$ cat config.mk
export PLATFORM = sky130hd
export DESIGN_NAME = ostimer_core
export DESIGN_NICKNAME = d
export VERILOG_FILES = /design/src/rtl/ostimer_pkg.sv /design/src/rtl/ostimer_counter.sv /design/src/rtl/ostimer_cmp_ch.sv /design/src/rtl/ostimer_events.sv /design/src/rtl/ostimer_core.sv
export SDC_FILE = /design/constraint.sdc
export NUM_CORES = 1
export LEC_CHECK = 0
export ABC_AREA = 1
export BUFFER_PORTS_ARGS = -buffer_cell sky130_fd_sc_hd__buf_2
export CORE_MARGIN = 5
export CORE_UTILIZATION = 47
export CTS_BUF_LIST = sky130_fd_sc_hd__clkbuf_4
export DETAILED_ROUTE_END_ITERATION = 6
export HOLD_SLACK_MARGIN = 0.06
export PLACE_DENSITY = 0.73
export SYNTH_ARGS = -nofsm -noshare
export SYNTH_HDL_FRONTEND = slang
export SYNTH_SLANG_ARGS = --single-unit
$ cat constraint.sdc
create_clock -name clk -period 6.4 [get_ports clk]
set_input_delay 1.6 -clock clk [delete_from_list [all_inputs] [get_ports clk]]
set_output_delay 1.6 -clock clk [all_outputs]
set_load 0.1 [all_outputs]
$ cat src/rtl/ostimer_pkg.sv
package ostimer_pkg;
    localparam int CNT_W   = 32;
    localparam int ADDR_W  = 8;
    localparam int NUM_CH  = 4;
    localparam int IE_W    = 12;

    localparam logic [ADDR_W-1:0] OFS_COUNT  = 8'h10;
    localparam logic [ADDR_W-1:0] OFS_EVENT  = 8'h14;
    localparam logic [ADDR_W-1:0] OFS_WDARM  = 8'h18;
    localparam logic [ADDR_W-1:0] OFS_IRQEN  = 8'h1C;

    function automatic logic [ADDR_W-1:0] cmp_ofs(input int idx);
        return ADDR_W'(idx * 4);
    endfunction
endpackage

$ cat src/rtl/ostimer_counter.sv
module ostimer_counter #(
    parameter int W = 32
) (
    input  logic         clk,
    input  logic         rst_n,
    input  logic         tick,
    input  logic         load_en,
    input  logic [W-1:0] load_val,
    output logic [W-1:0] cnt_q,
    output logic [W-1:0] cnt_inc,
    output logic         step
);
    typedef struct packed {
        logic [W-1:0] cnt;
    } cnt_state_t;

    cnt_state_t st_d, st_q;

    assign cnt_inc = st_q.cnt + W'(1);
    assign step    = tick && !load_en;
    assign cnt_q   = st_q.cnt;

    always_comb begin
        st_d = st_q;
        if (load_en) begin
            st_d.cnt = load_val;
        end else if (tick) begin
            st_d.cnt = cnt_inc;
        end
    end

    always_ff @(posedge clk) begin
        if (!rst_n) begin
            st_q <= '0;
        end else begin
            st_q <= st_d;
        end
    end

    assert_count_step_R2: assert property (@(posedge clk) disable iff (!rst_n)
        (tick && !load_en) |=> (cnt_q == $past(cnt_q) + W'(1)));

    assert_load_wins_R3: assert property (@(posedge clk) disable iff (!rst_n)
        load_en |=> (cnt_q == $past(load_val)));
endmodule

$ cat src/rtl/ostimer_cmp_ch.sv
module ostimer_cmp_ch #(
    parameter int W = 32
) (
    input  logic         clk,
    input  logic         rst_n,
    input  logic         wr_en,
    input  logic [W-1:0] wr_val,
    input  logic         step,
    input  logic [W-1:0] cnt_inc,
    output logic [W-1:0] cmp_q,
    output logic         hit
);
    typedef struct packed {
        logic [W-1:0] cmp;
    } cmp_state_t;

    cmp_state_t st_d, st_q;

    assign cmp_q = st_q.cmp;
    assign hit   = step && (cnt_inc == st_q.cmp);

    always_comb begin
        st_d = st_q;
        if (wr_en) begin
            st_d.cmp = wr_val;
        end
    end

    always_ff @(posedge clk) begin
        if (!rst_n) begin
            st_q <= '0;
        end else begin
            st_q <= st_d;
        end
    end

    assert_cmp_store_R4: assert property (@(posedge clk) disable iff (!rst_n)
        wr_en |=> (cmp_q == $past(wr_val)));

    assert_no_idle_hit_R11: assert property (@(posedge clk) disable iff (!rst_n)
        !step |-> !hit);
endmodule

$ cat src/rtl/ostimer_events.sv
module ostimer_events #(
    parameter int NCH = 4,
    parameter int W   = 32
) (
    input  logic           clk,
    input  logic           rst_n,
    input  logic [NCH-1:0] hit,
    input  logic [NCH-1:0] irq_en,
    input  logic           clr_en,
    input  logic [NCH-1:0] clr_mask,
    input  logic           arm_wr,
    input  logic [W-1:0]   arm_val,
    output logic [NCH-1:0] evt_q,
    output logic [W-1:0]   arm_q,
    output logic           rst_req_q
);
    localparam int WD_CH = NCH - 1;

    typedef struct packed {
        logic [NCH-1:0] evt;
        logic [W-1:0]   arm;
        logic           rreq;
    } evt_state_t;

    evt_state_t st_d, st_q;
    logic [NCH-1:0] new_evt;
    logic           wd_fire;

    assign new_evt   = hit & irq_en;
    assign wd_fire   = hit[WD_CH] && st_q.arm[0];
    assign evt_q     = st_q.evt;
    assign arm_q     = st_q.arm;
    assign rst_req_q = st_q.rreq;

    always_comb begin
        st_d = st_q;
        if (clr_en) begin
            st_d.evt = st_q.evt & ~clr_mask;
        end
        st_d.evt = st_d.evt | new_evt;
        if (arm_wr) begin
            st_d.arm = arm_val;
        end
        if (wd_fire) begin
            st_d.arm = '0;
        end
        st_d.rreq = wd_fire;
    end

    always_ff @(posedge clk) begin
        if (!rst_n) begin
            st_q <= '0;
        end else begin
            st_q <= st_d;
        end
    end

    for (genvar g = 0; g < NCH; g++) begin : g_evt_chk
        assert_evt_needs_enable_R6: assert property (@(posedge clk) disable iff (!rst_n)
            $rose(evt_q[g]) |-> $past(hit[g] && irq_en[g]));

        assert_evt_set_R5: assert property (@(posedge clk) disable iff (!rst_n)
            (hit[g] && irq_en[g]) |=> evt_q[g]);
    end

    assert_wd_disarm_R9: assert property (@(posedge clk) disable iff (!rst_n)
        rst_req_q |-> (arm_q == '0));

    assert_wd_cause_R9: assert property (@(posedge clk) disable iff (!rst_n)
        $rose(rst_req_q) |-> $past(hit[WD_CH]));
endmodule

$ cat src/rtl/ostimer_core.sv
module ostimer_core
    import ostimer_pkg::*;
(
    input  logic              clk,
    input  logic              rst_n,
    input  logic              tick,
    input  logic [ADDR_W-1:0] bus_addr,
    input  logic              bus_wr,
    input  logic              bus_rd,
    input  logic [CNT_W-1:0]  bus_wdata,
    output logic [CNT_W-1:0]  bus_rdata,
    output logic              bus_err,
    output logic [NUM_CH-1:0] irq,
    output logic              reset_req
);
    typedef struct packed {
        logic [CNT_W-1:0] rdata;
        logic             err;
        logic [IE_W-1:0]  ie;
    } bus_state_t;

    bus_state_t st_d, st_q;

    logic [CNT_W-1:0]  cnt_q;
    logic [CNT_W-1:0]  cnt_inc;
    logic              step;
    logic              cnt_wr;
    logic [NUM_CH-1:0] cmp_wr;
    logic [NUM_CH-1:0] hit;
    logic [CNT_W-1:0]  cmp_val [NUM_CH];
    logic [NUM_CH-1:0] evt_q;
    logic [CNT_W-1:0]  arm_q;
    logic              evt_clr;
    logic              arm_wr;

    assign cnt_wr  = bus_wr && (bus_addr == OFS_COUNT);
    assign evt_clr = bus_wr && (bus_addr == OFS_EVENT);
    assign arm_wr  = bus_wr && (bus_addr == OFS_WDARM);

    ostimer_counter #(.W(CNT_W)) u_cnt (
        .clk      (clk),
        .rst_n    (rst_n),
        .tick     (tick),
        .load_en  (cnt_wr),
        .load_val (bus_wdata),
        .cnt_q    (cnt_q),
        .cnt_inc  (cnt_inc),
        .step     (step)
    );

    for (genvar g = 0; g < NUM_CH; g++) begin : g_ch
        assign cmp_wr[g] = bus_wr && (bus_addr == cmp_ofs(g));

        ostimer_cmp_ch #(.W(CNT_W)) u_ch (
            .clk     (clk),
            .rst_n   (rst_n),
            .wr_en   (cmp_wr[g]),
            .wr_val  (bus_wdata),
            .step    (step),
            .cnt_inc (cnt_inc),
            .cmp_q   (cmp_val[g]),
            .hit     (hit[g])
        );
    end

    ostimer_events #(.NCH(NUM_CH), .W(CNT_W)) u_evt (
        .clk       (clk),
        .rst_n     (rst_n),
        .hit       (hit),
        .irq_en    (st_q.ie[NUM_CH-1:0]),
        .clr_en    (evt_clr),
        .clr_mask  (bus_wdata[NUM_CH-1:0]),
        .arm_wr    (arm_wr),
        .arm_val   (bus_wdata),
        .evt_q     (evt_q),
        .arm_q     (arm_q),
        .rst_req_q (reset_req)
    );

    always_comb begin
        st_d     = st_q;
        st_d.err = 1'b0;
        if (bus_wr && (bus_addr == OFS_IRQEN)) begin
            st_d.ie = bus_wdata[IE_W-1:0];
        end
        if (bus_rd) begin
            st_d.rdata = '0;
            st_d.err   = 1'b1;
            for (int i = 0; i < NUM_CH; i++) begin
                if (bus_addr == cmp_ofs(i)) begin
                    st_d.rdata = cmp_val[i];
                    st_d.err   = 1'b0;
                end
            end
            case (bus_addr)
                OFS_COUNT: begin
                    st_d.rdata = cnt_q;
                    st_d.err   = 1'b0;
                end
                OFS_EVENT: begin
                    st_d.rdata = CNT_W'(evt_q);
                    st_d.err   = 1'b0;
                end
                OFS_WDARM: begin
                    st_d.rdata = arm_q;
                    st_d.err   = 1'b0;
                end
                OFS_IRQEN: begin
                    st_d.rdata = CNT_W'(st_q.ie);
                    st_d.err   = 1'b0;
                end
                default: ;
            endcase
        end
    end

    always_ff @(posedge clk) begin
        if (!rst_n) begin
            st_q <= '0;
        end else begin
            st_q <= st_d;
        end
    end

    assign bus_rdata = st_q.rdata;
    assign bus_err   = st_q.err;
    assign irq       = evt_q;

    assert_err_zero_data_R10: assert property (@(posedge clk) disable iff (!rst_n)
        bus_err |-> (bus_rdata == '0));

    assert_err_one_cycle_R10: assert property (@(posedge clk) disable iff (!rst_n)
        !bus_rd |=> !bus_err);

    assert_rdata_hold_R12: assert property (@(posedge clk) disable iff (!rst_n)
        !bus_rd |=> $stable(bus_rdata));

    assert_wd_pulse_R9: assert property (@(posedge clk) disable iff (!rst_n)
        reset_req |=> !reset_req);
endmodule

==> run_results.csv <==
group,metric,value,unit
outcome,status,"completed",
timing,timing.slew.headroom,30.2,%
setup_path,r2r-start,"u_cnt.cnt_q[0]",
timing,hold_ws,0.462,ns
setup_path,r2r-end,"u_evt.arm_q[13]",
timing,max_freq,237,MHz
setup_path,path_class,"in2reg",
routing,firstDrtPassIters,7,
yosys,synth.distinct_cells,41,
routing,met3_length,6870,um
clock_network,cts_buffers,68,
yosys,syn_area_per_cell,6.55,um^2
routing,via_per_inst,5.77,
routing,num_vias,14277,
pwr,p_total,3220,uW
clock_network,clock-sinks,242,
final_layout,synthToLayoutAreaGrowth,9.47,%
worst_hold_path,hold_depth,2,
place,preCtsSetupSlack,1.69,ns
yosys,synth_edf_count,0,
clock_network,postCtsSetupBuffers,0,
clock_network,h-tree-depth,3,
setup_path,crit_top_cell,"inv_1",
grt,grt_overflow,0,
clock_network,clk_latency,0.71,ns
floorplanning,dieArea,31400,um^2
routing,dr_wl_met2,20700,um
yosys,synth_area,13200,um^2
floorplanning,io_pins,83,
clock_network,cts_tree,"built",
yosys,seq_area_frac_synth,36.8,%
timing,drv_slew,0,
grt,grt_usage,31.4,%
clock_network,hold_buffers,0,
setup_path,worstPathMaxFanout,33,
worst_hold_path,min_from,"st_q[8]",
timing,final_hold_viol_count,0,
timing,clock_skew,0.0610,ns
place,hpwl,34600,um
grt,grt_pass1_vias,13356,
setup_path,worst_setup_path_end_kind,"flip-flop",
yosys,synthTopCellsByArea,"dfxtp_1 (37%), nand2_1 (14%), o21ai_0 (8.2%)",
yosys,syn_inst,2008,
clock_network,clk_pin_slew,0.07,ns
setup_path,cpLargestDelayFamily,"buffers and inverters",
yosys,post-synth-top-area-cell,"dfxtp_1",
routing,drtIter0Drc,2073,
floorplanning,die_h,177,um
routing,drt-wirelength-per-cell,20.2,um
timing,period_minus_slack,4.22,ns
setup_path,cp_slowest_stage_delay,0.87,ns
yosys,synthArstFlopShare,0,%
worst_hold_path,holdPathEnd,"st_q[8]",
timing,tightest_slew,1.05,ns
grt,grt_pass1_wl,76300,um
yosys,yosys_warnings,0,
timing,layout_setup_ws,2.18,ns
worst_hold_path,hold_class,"reg2reg",
floorplanning,initial_core_util,47.5,%
final_layout,fill_cells,2795,
routing,met1Wirelength,20300,um
timing,finalSetupTns,0,ns
floorplanning,die_x,177,um
yosys,synth_ff_type,"dfxtp_1",
routing,drt_wl_total,49900,um
final_layout,final_util,52.0,%
place,routabilityCongestion,1.01,
yosys,syn-num-nets,2054,
final_layout,final_nets,2098,
setup_path,cp_slowest_cell,"clkinv_1",
setup_path,path_buf_inv,6,
floorplanning,num_rows,61,
routing,drc,0,
place,port_buffers,82,
setup_path,reg2reg_setup_slack,2.78,ns
job,max_cap_violations,0,
yosys,yosys.area.top_type_share,36.8,%
timing,period_share,65.9,%
pwr,ir_worst_vdd,139,uV
routing,ant_nets,0,
clock_network,cts-resized-gates,0,
pwr,p_leak,0.00592,uW
grt,antenna_found_initial,4,
setup_path,cp.arrival,4.77,ns
pwr,p_per_area,223,nW/um^2
final_layout,final_layout_size_suffix_gt1_share,12.3,%
yosys,ys_ff_latch,242,
floorplanning,core-area,27700,um^2
clock_network,cts.root.buffer_cell,"clkbuf_4",
setup_path,crit_path_start_kind,"input port",
grt,grt_max_degree,94,
routing,highest_layer,"met5",
clock_network,clockBufferDepth,3,
setup_path,cp_cell_sequence,"buf_2 -> inv_1 -> nand2_1 -> nor3_1 -> inv_1 -> nor2_2 -> inv_1 -> nor2_1 -> clkinv_1 -> buf_4 -> o21ai_0 -> a21oi_1",
setup_path,cp.required,6.95,ns
timing,rsz0062_at_grt,"no",
timing,finalSetupViolations,0,
setup_path,r2r_cells,14,
## how the worst max path moves through the flow
stage | startpoint | end | slack (ns) | cells after the start
2_1_floorplan | bus_addr[6] | u_evt.arm_q[10] | 3.33 | 14
3_3_place_gp | bus_addr[0] | g_ch[3].u_ch.cmp_q[31] | 1.92 | 12
3_5_place_dp | bus_addr[1] | g_ch[3].u_ch.cmp_q[12] | 1.69 | 12
4_1_cts | bus_addr[1] | g_ch[3].u_ch.cmp_q[9] | 2.43 | 12
5_1_grt | bus_addr[1] | g_ch[3].u_ch.cmp_q[14] | 2.10 | 12
6_report | bus_addr[1] | g_ch[3].u_ch.cmp_q[12] | 2.18 | 12
## layer usage
layer,track usage [%],up-vias
met1,43.9,6501
met3,7.46,153
met5,0,-
met4,13.8,2
li1,-,6667
met2,45.9,954
## worst min-delay path: cells and delay by family, from the launching register on
| kind | cells | cell delay [ns] |
|---|---|---|
| flip-flops | 1 | 0.30 |
| buffers and inverters | 1 | 0.06 |
| AO/OA/AOI/OAI | 1 | 0.06 |
## sequential cells by signal, indices dropped and copies added, names as in the netlist
signal / flops
bus_rdata: 32
u_evt.evt_q: 4
bus_err: 1
u_evt.rst_req_q: 1
st_q: 12
u_evt.arm_q: 32
g_ch.u_ch.cmp_q: 128
u_cnt.cnt_q: 32
## cells in the final DEF, fill, tap and decap left out, types with 3 or more instances in the layout
| cell type | n |
|---|---|
| dfxtp_1 | 242 |
| o22ai_1 | 18 |
| o211ai_1 | 24 |
| nand2_1 | 499 |
| nand2_4 | 3 |
| a31oi_1 | 36 |
| inv_1 | 207 |
| nor3_1 | 3 |
| a221oi_1 | 30 |
| nand2_2 | 20 |
| o21ai_0 | 216 |
| clkinv_1 | 8 |
| nor2_4 | 8 |
| nor2_1 | 211 |
| o21ai_1 | 4 |
| buf_2 | 81 |
| a21oi_1 | 178 |
| nand4_1 | 9 |
| nor2_2 | 12 |
| xnor2_1 | 4 |
| nand3_1 | 92 |
| xor2_1 | 32 |
| clkbuf_4 | 98 |
| inv_2 | 7 |
| buf_4 | 17 |
| mux2i_1 | 14 |
## cell families after synthesis
logic type	count (synthesis)	share of synthesized area, %
adders and majority gates	1	0.0951
buffers and inverters	339	10.9
xor gates and xnor gates	37	2.57
AOI/OAI and AO/OA	513	21.6
and+or+nand+nor	862	27.0
muxes	14	1.07
DFF	242	36.8
## final cells by class
type | instances | area [um^2] | share of cell area [%]
diodes | 2 | 5.00 | 0.0348
clock inverters | 15 | 108 | 0.747
multi-input cells | 1427 | 6890 | 47.9
clock buffers | 98 | 736 | 5.11
flip-flops and latches | 242 | 4840 | 33.6
repair buffers | 98 | 533 | 3.70
well taps | 378 | 473 | 3.28
inverters | 215 | 807 | 5.60
## synthesized netlist by cell type (30+ instances only)
| library cell | instances |
|---|---|
| o21ai_0 | 216 |
| buf_4 | 33 |
| nand3_1 | 92 |
| a31oi_1 | 36 |
| nor2_1 | 215 |
| clkbuf_1 | 83 |
| a21oi_1 | 178 |
| dfxtp_1 | 242 |
| inv_1 | 207 |
| nand2_1 | 500 |
| xor2_1 | 32 |
| a221oi_1 | 30 |
## power by group
part	switching [uW]	total, uW	internal (uW)
Combinational	191	237	46.0
Sequential	10.8	1530	1520
Clock	704	1450	746
## metrics by stage
stage / area (um^2) / cells
finish: 14400 / 2475
global route: 14400 / 2474
CTS: 14400 / 2473
detailed placement: 13600 / 2360
global placement: 13600 / 2360
floorplan: 13200 / 2008
(Power assumes the default switching activity.)
